--- src/rtl/mmx_pkg.sv ---
package mmx_pkg;

    localparam int unsigned FRAME_BITS = 64;

    typedef enum logic [1:0] {
        CMD_IDLE = 2'd0,
        CMD_WR   = 2'd1,
        CMD_RD   = 2'd2
    } cmd_e;

    localparam logic [2:0] W_PARAM = 3'd0;
    localparam logic [2:0] W_RDATA = 3'd1;
    localparam logic [2:0] W_ADDR  = 3'd2;
    localparam logic [2:0] W_CTRL  = 3'd3;
    localparam logic [2:0] W_STAT  = 3'd4;

    typedef struct packed {
        logic [1:0]  spare_hi;
        logic        cyc_mark;
        logic [2:0]  spare_mid;
        logic        grp_int;
        logic [2:0]  bus_num;
        logic        ext_fmt;
        logic [4:0]  phy;
        logic [15:0] wdata;
    } param_t;

    function automatic logic [FRAME_BITS-1:0] frame_basic(
        input logic        rd,
        input logic [4:0]  phy,
        input logic [4:0]  regn,
        input logic [15:0] data
    );
        return {32'hFFFF_FFFF, 2'b01, (rd ? 2'b10 : 2'b01), phy, regn,
                (rd ? 2'b11 : 2'b10), (rd ? 16'hFFFF : data)};
    endfunction

    function automatic logic [FRAME_BITS-1:0] frame_ext(
        input logic [1:0]  op,
        input logic        rd,
        input logic [4:0]  phy,
        input logic [4:0]  dev,
        input logic [15:0] payload
    );
        return {32'hFFFF_FFFF, 2'b00, op, phy, dev,
                (rd ? 2'b11 : 2'b10), (rd ? 16'hFFFF : payload)};
    endfunction

endpackage

--- src/rtl/mmx_regs.sv ---
module mmx_regs
    import mmx_pkg::*;
#(
    parameter int unsigned ADDR_W = 5
) (
    input  logic              clk,
    input  logic              rst_n,
    input  logic              we,
    input  logic [ADDR_W-1:0] addr,
    input  logic [31:0]       wdata,
    output logic [31:0]       rdata,
    input  logic              busy,
    input  logic              fin,
    input  logic [15:0]       rx,
    output logic              start,
    output logic              abort,
    output logic              op_rd,
    output param_t            param,
    output logic [31:0]       addr_word,
    output logic              done
);

    localparam int unsigned WIDX_W = ADDR_W - 2;

    typedef struct packed {
        param_t      param;
        logic [31:0] addr;
        logic [1:0]  ctrl;
        logic        done;
        logic        rd_op;
        logic [15:0] rdat;
    } regs_t;

    regs_t q, d;

    logic [WIDX_W-1:0] widx;
    logic              ctrl_hit;
    logic              cmd_ok;

    assign widx = addr[ADDR_W-1:2];

    always_comb begin
        ctrl_hit = we && (widx == WIDX_W'(W_CTRL));
        cmd_ok   = (wdata[31:2] == '0) &&
                   ((wdata[1:0] == CMD_WR) || (wdata[1:0] == CMD_RD));
        start    = ctrl_hit && cmd_ok && !busy;
        abort    = ctrl_hit && (wdata == 32'd0);
    end

    always_comb begin
        d = q;
        if (we && (widx == WIDX_W'(W_PARAM))) d.param = param_t'(wdata);
        if (we && (widx == WIDX_W'(W_ADDR)))  d.addr  = wdata;
        if (fin) begin
            d.done = 1'b1;
            if (q.rd_op) d.rdat = rx;
        end
        if (start) begin
            d.ctrl  = wdata[1:0];
            d.rd_op = (wdata[1:0] == CMD_RD);
            d.done  = 1'b0;
        end
        if (abort) begin
            d.ctrl = CMD_IDLE;
            d.done = 1'b0;
        end
    end

    always_ff @(posedge clk or negedge rst_n) begin
        if (!rst_n) q <= '0;
        else        q <= d;
    end

    always_comb begin
        rdata = '0;
        case (widx)
            WIDX_W'(W_PARAM): rdata = q.param;
            WIDX_W'(W_RDATA): rdata = {16'd0, q.rdat};
            WIDX_W'(W_ADDR):  rdata = q.addr;
            WIDX_W'(W_CTRL):  rdata = {30'd0, q.ctrl};
            WIDX_W'(W_STAT):  rdata = {31'd0, q.done};
            default:          rdata = '0;
        endcase
    end

    assign op_rd     = (wdata[1:0] == CMD_RD);
    assign param     = q.param;
    assign addr_word = q.addr;
    assign done      = q.done;

endmodule

--- src/rtl/mmx_engine.sv ---
module mmx_engine
    import mmx_pkg::*;
#(
    parameter int unsigned DIV = 20
) (
    input  logic        clk,
    input  logic        rst_n,
    input  logic        start,
    input  logic        abort,
    input  logic        op_rd,
    input  logic        ext_fmt,
    input  logic [4:0]  phy,
    input  logic [4:0]  regn,
    input  logic [4:0]  dev,
    input  logic [15:0] reg16,
    input  logic [15:0] wdata,
    input  logic        din,
    output logic        mdc,
    output logic        dout,
    output logic        doe,
    output logic        busy,
    output logic        fin,
    output logic [15:0] rx
);

    localparam int unsigned HALF  = DIV / 2;
    localparam int unsigned CNT_W = (HALF > 1) ? $clog2(HALF) : 1;
    localparam logic [5:0]  TA_POS   = 6'd46;
    localparam logic [5:0]  DATA_POS = 6'd48;
    localparam logic [5:0]  LAST_POS = 6'(FRAME_BITS - 1);

    typedef struct packed {
        logic                  run;
        logic [CNT_W-1:0]      cnt;
        logic                  mdc;
        logic [5:0]            bitn;
        logic                  rd;
        logic                  last;
        logic [FRAME_BITS-1:0] sh;
        logic [FRAME_BITS-1:0] nxt;
        logic [15:0]           rx;
        logic                  fin;
    } eng_t;

    eng_t q, d;
    logic rise, fall;

    always_comb begin
        d     = q;
        d.fin = 1'b0;
        rise  = 1'b0;
        fall  = 1'b0;
        if (q.run) begin
            if (q.cnt == CNT_W'(HALF - 1)) begin
                d.cnt = '0;
                d.mdc = ~q.mdc;
                rise  = ~q.mdc;
                fall  = q.mdc;
            end else begin
                d.cnt = q.cnt + 1'b1;
            end
            if (rise && q.rd && q.last && (q.bitn >= DATA_POS))
                d.rx = {q.rx[14:0], din};
            if (fall) begin
                d.sh   = {q.sh[FRAME_BITS-2:0], 1'b1};
                d.bitn = q.bitn + 1'b1;
                if (q.bitn == LAST_POS) begin
                    if (!q.last) begin
                        d.sh   = q.nxt;
                        d.last = 1'b1;
                    end else begin
                        d.run = 1'b0;
                        d.fin = 1'b1;
                    end
                end
            end
        end
        if (abort) begin
            d.run = 1'b0;
            d.mdc = 1'b0;
            d.cnt = '0;
        end else if (start && !q.run) begin
            d.run  = 1'b1;
            d.cnt  = '0;
            d.mdc  = 1'b0;
            d.bitn = '0;
            d.rd   = op_rd;
            d.last = !ext_fmt;
            d.sh   = ext_fmt ? frame_ext(2'b00, 1'b0, phy, dev, reg16)
                             : frame_basic(op_rd, phy, regn, wdata);
            d.nxt  = frame_ext(op_rd ? 2'b11 : 2'b01, op_rd, phy, dev, wdata);
        end
    end

    always_ff @(posedge clk or negedge rst_n) begin
        if (!rst_n) q <= '0;
        else        q <= d;
    end

    assign mdc  = q.mdc;
    assign dout = q.sh[FRAME_BITS-1];
    assign doe  = q.run && !(q.rd && q.last && (q.bitn >= TA_POS));
    assign busy = q.run;
    assign fin  = q.fin;
    assign rx   = q.rx;

endmodule

--- src/rtl/mmx_busfan.sv ---
module mmx_busfan #(
    parameter int unsigned NUM_BUS = 8
) (
    input  logic               clk,
    input  logic               rst_n,
    input  logic               load,
    input  logic               grp_int,
    input  logic [2:0]         bus_num,
    input  logic               mdc,
    input  logic               dout,
    input  logic               doe,
    output logic [NUM_BUS-1:0] mdc_int,
    output logic [NUM_BUS-1:0] mdo_int,
    output logic [NUM_BUS-1:0] mdoe_int,
    input  logic [NUM_BUS-1:0] mdi_int,
    output logic [NUM_BUS-1:0] mdc_ext,
    output logic [NUM_BUS-1:0] mdo_ext,
    output logic [NUM_BUS-1:0] mdoe_ext,
    input  logic [NUM_BUS-1:0] mdi_ext,
    output logic               din
);

    typedef struct packed {
        logic       grp;
        logic [2:0] num;
    } sel_t;

    sel_t q, d;

    always_comb begin
        d = q;
        if (load) begin
            d.grp = grp_int;
            d.num = bus_num;
        end
    end

    always_ff @(posedge clk or negedge rst_n) begin
        if (!rst_n) q <= '0;
        else        q <= d;
    end

    for (genvar i = 0; i < NUM_BUS; i++) begin : g_lane
        logic hit_i, hit_e;
        assign hit_i       = q.grp  && (q.num == 3'(i));
        assign hit_e       = !q.grp && (q.num == 3'(i));
        assign mdc_int[i]  = hit_i & mdc;
        assign mdoe_int[i] = hit_i & doe;
        assign mdo_int[i]  = hit_i & doe & dout;
        assign mdc_ext[i]  = hit_e & mdc;
        assign mdoe_ext[i] = hit_e & doe;
        assign mdo_ext[i]  = hit_e & doe & dout;
    end

    always_comb begin
        din = 1'b1;
        for (int i = 0; i < NUM_BUS; i++) begin
            if (q.num == 3'(i)) din = q.grp ? mdi_int[i] : mdi_ext[i];
        end
    end

endmodule

--- src/rtl/mmx_ctrl.sv ---
module mmx_ctrl
    import mmx_pkg::*;
#(
    parameter int unsigned NUM_BUS = 8,
    parameter int unsigned DIV     = 20,
    parameter int unsigned ADDR_W  = 5
) (
    input  logic               clk,
    input  logic               rst_n,
    input  logic               reg_we,
    input  logic [ADDR_W-1:0]  reg_addr,
    input  logic [31:0]        reg_wdata,
    output logic [31:0]        reg_rdata,
    output logic [NUM_BUS-1:0] mdc_int,
    output logic [NUM_BUS-1:0] mdo_int,
    output logic [NUM_BUS-1:0] mdoe_int,
    input  logic [NUM_BUS-1:0] mdi_int,
    output logic [NUM_BUS-1:0] mdc_ext,
    output logic [NUM_BUS-1:0] mdo_ext,
    output logic [NUM_BUS-1:0] mdoe_ext,
    input  logic [NUM_BUS-1:0] mdi_ext
);

    logic        start_w, abort_w, op_rd_w, done_w;
    logic        busy_w, fin_w;
    logic        mdc_w, dout_w, doe_w, din_w;
    logic [15:0] rx_w;
    logic [31:0] addr_w;
    param_t      param_w;

    mmx_regs #(.ADDR_W(ADDR_W)) u_regs (
        .clk       (clk),
        .rst_n     (rst_n),
        .we        (reg_we),
        .addr      (reg_addr),
        .wdata     (reg_wdata),
        .rdata     (reg_rdata),
        .busy      (busy_w),
        .fin       (fin_w),
        .rx        (rx_w),
        .start     (start_w),
        .abort     (abort_w),
        .op_rd     (op_rd_w),
        .param     (param_w),
        .addr_word (addr_w),
        .done      (done_w)
    );

    mmx_engine #(.DIV(DIV)) u_eng (
        .clk     (clk),
        .rst_n   (rst_n),
        .start   (start_w),
        .abort   (abort_w),
        .op_rd   (op_rd_w),
        .ext_fmt (param_w.ext_fmt),
        .phy     (param_w.phy),
        .regn    (addr_w[4:0]),
        .dev     (addr_w[20:16]),
        .reg16   (addr_w[15:0]),
        .wdata   (param_w.wdata),
        .din     (din_w),
        .mdc     (mdc_w),
        .dout    (dout_w),
        .doe     (doe_w),
        .busy    (busy_w),
        .fin     (fin_w),
        .rx      (rx_w)
    );

    mmx_busfan #(.NUM_BUS(NUM_BUS)) u_fan (
        .clk      (clk),
        .rst_n    (rst_n),
        .load     (start_w),
        .grp_int  (param_w.grp_int),
        .bus_num  (param_w.bus_num),
        .mdc      (mdc_w),
        .dout     (dout_w),
        .doe      (doe_w),
        .mdc_int  (mdc_int),
        .mdo_int  (mdo_int),
        .mdoe_int (mdoe_int),
        .mdi_int  (mdi_int),
        .mdc_ext  (mdc_ext),
        .mdo_ext  (mdo_ext),
        .mdoe_ext (mdoe_ext),
        .mdi_ext  (mdi_ext),
        .din      (din_w)
    );

endmodule

--- config.mk ---
export PLATFORM = sky130hd
export DESIGN_NAME = mmx_ctrl
export DESIGN_NICKNAME = d
export VERILOG_FILES = /design/src/rtl/mmx_pkg.sv /design/src/rtl/mmx_regs.sv /design/src/rtl/mmx_engine.sv /design/src/rtl/mmx_busfan.sv /design/src/rtl/mmx_ctrl.sv
export SDC_FILE = /design/constraint.sdc
export NUM_CORES = 1
export LEC_CHECK = 0
export CELL_PAD_IN_SITES_DETAIL_PLACEMENT = 1
export CELL_PAD_IN_SITES_GLOBAL_PLACEMENT = 2
export CORE_UTILIZATION = 25
export DETAILED_ROUTE_END_ITERATION = 8
export PLACE_DENSITY_LB_ADDON = 0.1
export SLEW_MARGIN = 20
export SYNTH_ARGS = -nofsm -noshare
export SYNTH_HDL_FRONTEND = slang
export SYNTH_HIERARCHICAL = 1
export SYNTH_SLANG_ARGS = --single-unit
--- constraint.sdc ---
create_clock -name clk -period 5.1 [get_ports clk]
set_input_delay 0.51 -clock clk [delete_from_list [all_inputs] [get_ports clk]]
set_output_delay 0.51 -clock clk [all_outputs]
set_load 0.02 [all_outputs]
==> flow_metrics.env, run 1 <==
export IMPL_cts_tree="done"
export IMPL_worst_path_max_delay_cell="dfrtp_1"
export IMPL_worst_pin_slew_ns=1.02
export IMPL_startpoint_type="flip-flop"
export IMPL_slew_violations=0
export IMPL_status="finished, violations left"
export IMPL_final_nets=1151
export IMPL_antenna_found_initial=3
export IMPL_rsz0062_at_grt="false"
export IMPL_coreArea_um2=43100
export IMPL_violations="negative hold slack"
export IMPL_finalClockSkew_ns=0.0107
export IMPL_avgSynthCellArea_um2=10.3
export IMPL_fmaxAchievable_mhz=295
export IMPL_leakagePower_uw=0.00546
export IMPL_synthCells=1058
export IMPL_min_period_over_period_pct=66.5
export IMPL_r2r_start="u_eng/busy"
export IMPL_post_route_min_period_ns=3.39
export IMPL_hpwl_um=21200
export IMPL_maxSlewHeadroom_pct=31.8
export IMPL_final_area_um2=13200
export IMPL_vias=7882
export IMPL_timing_rr_end="u_eng/q[99]"
export IMPL_vias_per_cell=4.64
export IMPL_crit_arrival_ns=2.88
export IMPL_boundaryPins=136
export IMPL_clock_path_buffers=3
export IMPL_root_buffer="clkbuf_16"
export IMPL_synth_net_count=1117
export IMPL_clock_latency_ns=0.56
export IMPL_critPathCapture="mdo_ext[0]"
export IMPL_num_antenna_cells=0
export IMPL_post_dp_cell_area_um2=12300
export IMPL_grt_max_degree=110
export IMPL_place_gp_congestion=0.679
export IMPL_path_depth=4
export IMPL_worst_endpoint_required_ns=4.59
export IMPL_grt_overflow_total=0
export IMPL_port_buffers=133
export IMPL_drive_gt1_share_pct=14.0
export IMPL_power_density_nw_per_um2=324
export IMPL_peakVddDrop_uv=238
export IMPL_netlist_area_um2=10900
export IMPL_min_path_type="in -> async"
export IMPL_antenna_left=0
export IMPL_wire_per_inst_um=19.6
export IMPL_worst_path_buf_inv=1
export IMPL_critical_path_max_stage_delay_ns=0.79
export IMPL_grt_pass1_vias=8532
export IMPL_first_iter_violations=343
export IMPL_dieArea_um2=44500
export IMPL_hold_viol_final=13
export IMPL_fin_util_pct=30.6
export IMPL_yosysWarnings=6
export IMPL_drcViolationCount=0
export IMPL_cts_buffers_inserted=27
export IMPL_n_fill_cell=4788
export IMPL_endpoint_kind="output pin"
export IMPL_path_clk_slew_ns=0.06
export IMPL_row_count=76
export IMPL_grt_usage_pct=15.4
export IMPL_cts_sinks=210
export IMPL_firstDrtPassIters=4
export IMPL_grt_first_pass_wirelength_um=53300
export IMPL_hold_buffers=0
export IMPL_cts_resized=0
export IMPL_worstSetupStartpoint="u_eng/busy"
export IMPL_setup_violations=0
export IMPL_path_max_fanout=17
export IMPL_fin_hold_ws_ns=-0.0680
export IMPL_start_util_pct=25.3
export IMPL_drv_cap=0
export IMPL_cts_setup_buffers=0
export IMPL_htree_levels=1
export IMPL_crit_family="flip-flops"
export IMPL_die_h_um=211
export IMPL_area_growth_pct=20.9
export IMPL_routed_wl_um=33300
export IMPL_r2r_slack_ns=2.26
export IMPL_tns_ns=0
export IMPL_r2r_cells=6
export IMPL_crit_chain="o21a_1 > nand3_1 > nor2_1 > clkdlybuf4s50_1"
export IMPL_worstSetupPathType="reg -> out"
export IMPL_chipWidth_um=211
[worst register-to-register path, stage by stage (launching register included)]
cell and delay [ns]:
dfrtp_1 0.64, nand2b_1 0.28, or4_4 0.51, inv_2 0.07
or3b_4 0.64, buf_4 0.38, o221ai_1 0.22
[per-layer routing]
| layer | GRT usage, % | vias to the layer above | routed length [µm] |
|---|---|---|---|
| met5 | 0 | - | 30 |
| met4 | 3.90 | 4 | 579 |
| met3 | 2.85 | 36 | 1310 |
| met2 | 22.9 | 98 | 14600 |
| met1 | 22.8 | 4001 | 16800 |
| li1 | - | 3743 | - |
[layout by cell type (no fill, tap or decap), types with 6 or more instances in the layout]
master and instances:
dfrtp_1 210, nor2_1 157, clkdlybuf4s50_1 132, mux2_1 67, nand2_1 66, o21ai_1 45
o21ai_0 39, mux2_2 38, a21oi_1 35, a211oi_2 30, mux2i_1 29, clkbuf_16 27
a211oi_1 26, and3_1 22, nand3_1 21, buf_4 17, o22ai_1 17, a22o_1 16
clkbuf_8 10, nor3_1 8, nand2b_1 7, nor4_1 6
[cell type report]
type / instances / area [µm²] / share of cell area [%]
clock inverters: 7 / 75.1 / 0.570
flip-flops and latches: 210 / 5260 / 39.9
multi-input cells: 694 / 4740 / 36.0
well taps: 585 / 732 / 5.55
inverters: 6 / 22.5 / 0.171
repair buffers: 153 / 1520 / 11.6
clock buffers: 42 / 832 / 6.31
[power by group]
part           switching, µW  internal [µW]  total (µW)
clock network            763           1170        1930
logic                    264            208         472
registers               92.0           1780        1870
total                   1120           3160        4280
[stage by stage]
stage | power, µW | instances | hold WS, ns | setup WS [ns]
6_report | 4280 | 1697 | -0.0680 | 1.71
5_1_grt | 4490 | 1697 | 0.0350 | 1.48
4_1_cts | 4380 | 1697 | 0.0173 | 1.35
3_5_place_dp | 2380 | 1648 | 0.454 | 1.27
3_3_place_gp | 2380 | 1647 | 0.451 | 1.28
2_1_floorplan | 2230 | 1058 | 0.214 | 2.29
[flip-flops by register name, indices dropped and copies added (netlist names)]
name,count
u_eng/q,102
u_regs/addr_word,32
u_regs/param,32
u_regs/q,19
u_eng/rx,16
u_fan/q,4
u_eng/busy,1
u_eng/dout,1
u_eng/fin,1
u_eng/mdc,1
u_regs/done,1
[how the worst min path moves through the flow]
stage | end | slack [ns] | cells after the start
2_1_floorplan | u_eng/busy | 0.21 | 0
3_3_place_gp | u_eng/q[45] | 0.45 | 1
3_5_place_dp | u_eng/q[45] | 0.45 | 1
4_1_cts | u_eng/q[123] | 0.02 | 1
5_1_grt | u_eng/q[123] | 0.03 | 1
6_report | u_eng/q[123] | -0.07 | 1
(Power assumes the default switching activity.)
==> run 2, diff against run 1 <==
Clock period 5.1 ns to 2.85 ns, I/O delays scaled along.
==> run 2 against run 1 <==
  * The flow now finishes without violations
  * Count of clock-buffer cells in the layout is 1 lower
  * Sequential power is 80% higher
  * Setup slack worse by 1.6 ns
  * Critical endpoint is now reg_rdata[7]
  * Register-to-register slack worse by 1.6 ns
==> flow_metrics.env, run 2 (synthesis gave the netlist of run 1 again) <==
export IMPL_status="finished clean"
export IMPL_crit_chain="clkdlybuf4s50_1 > buf_4 > buf_4 > mux2i_1 > nor2_1 > a21oi_1 > nor2_1 > clkdlybuf4s50_1"
export IMPL_worst_pin_slew_ns=0.833
export IMPL_grt_max_degree=84
export IMPL_first_iter_violations=415
export IMPL_routed_wl_um=33500
export IMPL_crit_arrival_ns=2.42
export IMPL_tns_ns=0
export IMPL_r2r_start="u_eng/busy"
export IMPL_startpoint_type="input port"
export IMPL_final_common_cell="dfrtp_1"
export IMPL_cts_buffers_inserted=27
export IMPL_die_h_um=211
export IMPL_r2r_cells=7
export IMPL_slew_violations=0
export IMPL_worst_path_max_delay_cell="clkdlybuf4s50_1"
export IMPL_dieArea_um2=44500
export IMPL_num_antenna_cells=0
export IMPL_post_dp_cell_area_um2=12800
export IMPL_cts_sinks=210
export IMPL_maxSlewHeadroom_pct=44.3
export IMPL_hpwl_um=22600
export IMPL_fmaxAchievable_mhz=369
export IMPL_n_fill_cell=4797
export IMPL_worstSetupPathType="in -> out"
export IMPL_drv_cap=0
export IMPL_drive_gt1_share_pct=17.9
export IMPL_drcViolationCount=0
export IMPL_clock_latency_ns=0.55
export IMPL_grt_usage_pct=15.2
export IMPL_worst_path_buf_inv=4
export IMPL_finalClockSkew_ns=0.0279
export IMPL_min_path_type="in -> async"
export IMPL_final_cell_mix="210 x dfrtp_1, 157 x nor2_1, 113 x clkdlybuf4s50_1"
export IMPL_worst_endpoint_required_ns=2.57
export IMPL_firstDrtPassIters=4
export IMPL_grt_pass1_vias=8664
export IMPL_cts_tree="done"
export IMPL_wire_per_inst_um=19.1
export IMPL_grt_overflow_total=0
export IMPL_path_max_fanout=16
export IMPL_r2r_slack_ns=0.66
export IMPL_antenna_left=0
export IMPL_vias_per_cell=4.59
export IMPL_hold_viol_final=0
export IMPL_place_gp_congestion=0.686
export IMPL_coreArea_um2=43100
export IMPL_leakagePower_uw=0.00610
export IMPL_final_area_um2=13800
export IMPL_boundaryPins=136
export IMPL_htree_levels=1
export IMPL_antenna_found_initial=0
export IMPL_top_register="u_eng/q"
export IMPL_area_growth_pct=26.2
export IMPL_start_util_pct=25.3
export IMPL_setup_violations=0
export IMPL_crit_family="buffers and inverters"
export IMPL_vias=8042
export IMPL_power_density_nw_per_um2=553
export IMPL_final_nets=1211
export IMPL_critical_path_max_stage_delay_ns=0.54
export IMPL_path_clk_slew_ns=0.05
export IMPL_port_buffers=133
export IMPL_clock_path_buffers=3
export IMPL_rsz0062_at_grt="false"
export IMPL_root_buffer="clkbuf_16"
export IMPL_fin_util_pct=31.9
export IMPL_min_period_over_period_pct=95.0
export IMPL_fin_hold_ws_ns=0.348
export IMPL_row_count=76
export IMPL_chipWidth_um=211
export IMPL_timing_rr_end="u_eng/q[122]"
export IMPL_endpoint_kind="output pin"
export IMPL_peakVddDrop_uv=392
export IMPL_post_route_min_period_ns=2.71
export IMPL_grt_first_pass_wirelength_um=52600
export IMPL_largest_reg_flops=102
==> run 2: how the worst max path moves through the flow <==
stage / startpoint / end / slack (ns) / depth (start not counted)
finish: reg_addr[3] / reg_rdata[7] / 0.14 / 8
global route: u_eng/q[151] / mdo_int[0] / 0.001 / 5
CTS: u_eng/q[151] / mdo_ext[0] / 0.04 / 5
detailed placement: reg_wdata[14] / u_eng/q[102] / -0.22 / 10
global placement: reg_wdata[27] / u_eng/q[102] / -0.21 / 10
floorplan: reg_addr[4] / u_eng/q[102] / 0.27 / 10
==> run 2: layout make-up <==
cell class                 instances  area, µm²  share of cell area (%)
sequential                       210       5260                    38.2
multi-input combinational        694       4740                    34.5
timing repair buffer             213       2150                    15.6
clock buffer                      41        778                    5.66
tap                              585        732                    5.32
clock inverter                     4       73.8                   0.537
inverter                           6       22.5                   0.164
==> run 2: timing repair <==
action	CTS	global route
setup buffers	0	1
endpoints found under the setup margin	28	28
hold buffers	1	0
gates resized for setup	1	21
endpoints found under the hold margin	77	0
==> run 2: routing by layer <==
metal	vias to the layer above	part of all wire (%)	track usage [%]
met3	35	3.0	2.35
met2	107	45	23.5
met5	-	0	0
met1	4050	50	22.3
met4	0	1.7	3.17
li1	3850	-	-
==> run 2: metrics by stage <==
| step | power, µW | setup WS (ns) | std cells |
|---|---|---|---|
| final | 7600 | 0.142 | 1753 |
| after global routing | 7970 | 0.00123 | 1753 |
| after CTS | 7760 | 0.0374 | 1752 |
| after detailed placement | 4330 | -0.219 | 1706 |
| after global placement | 4310 | -0.211 | 1706 |
| after floorplan | 3990 | 0.269 | 1058 |
==> run 2: power by group <==
group	leakage, µW	internal (µW)	switching (µW)
sequential	0.00255	3180	182
combinational	0.00314	411	477
clock	0.000416	2040	1310
total	0.00610	5630	1970
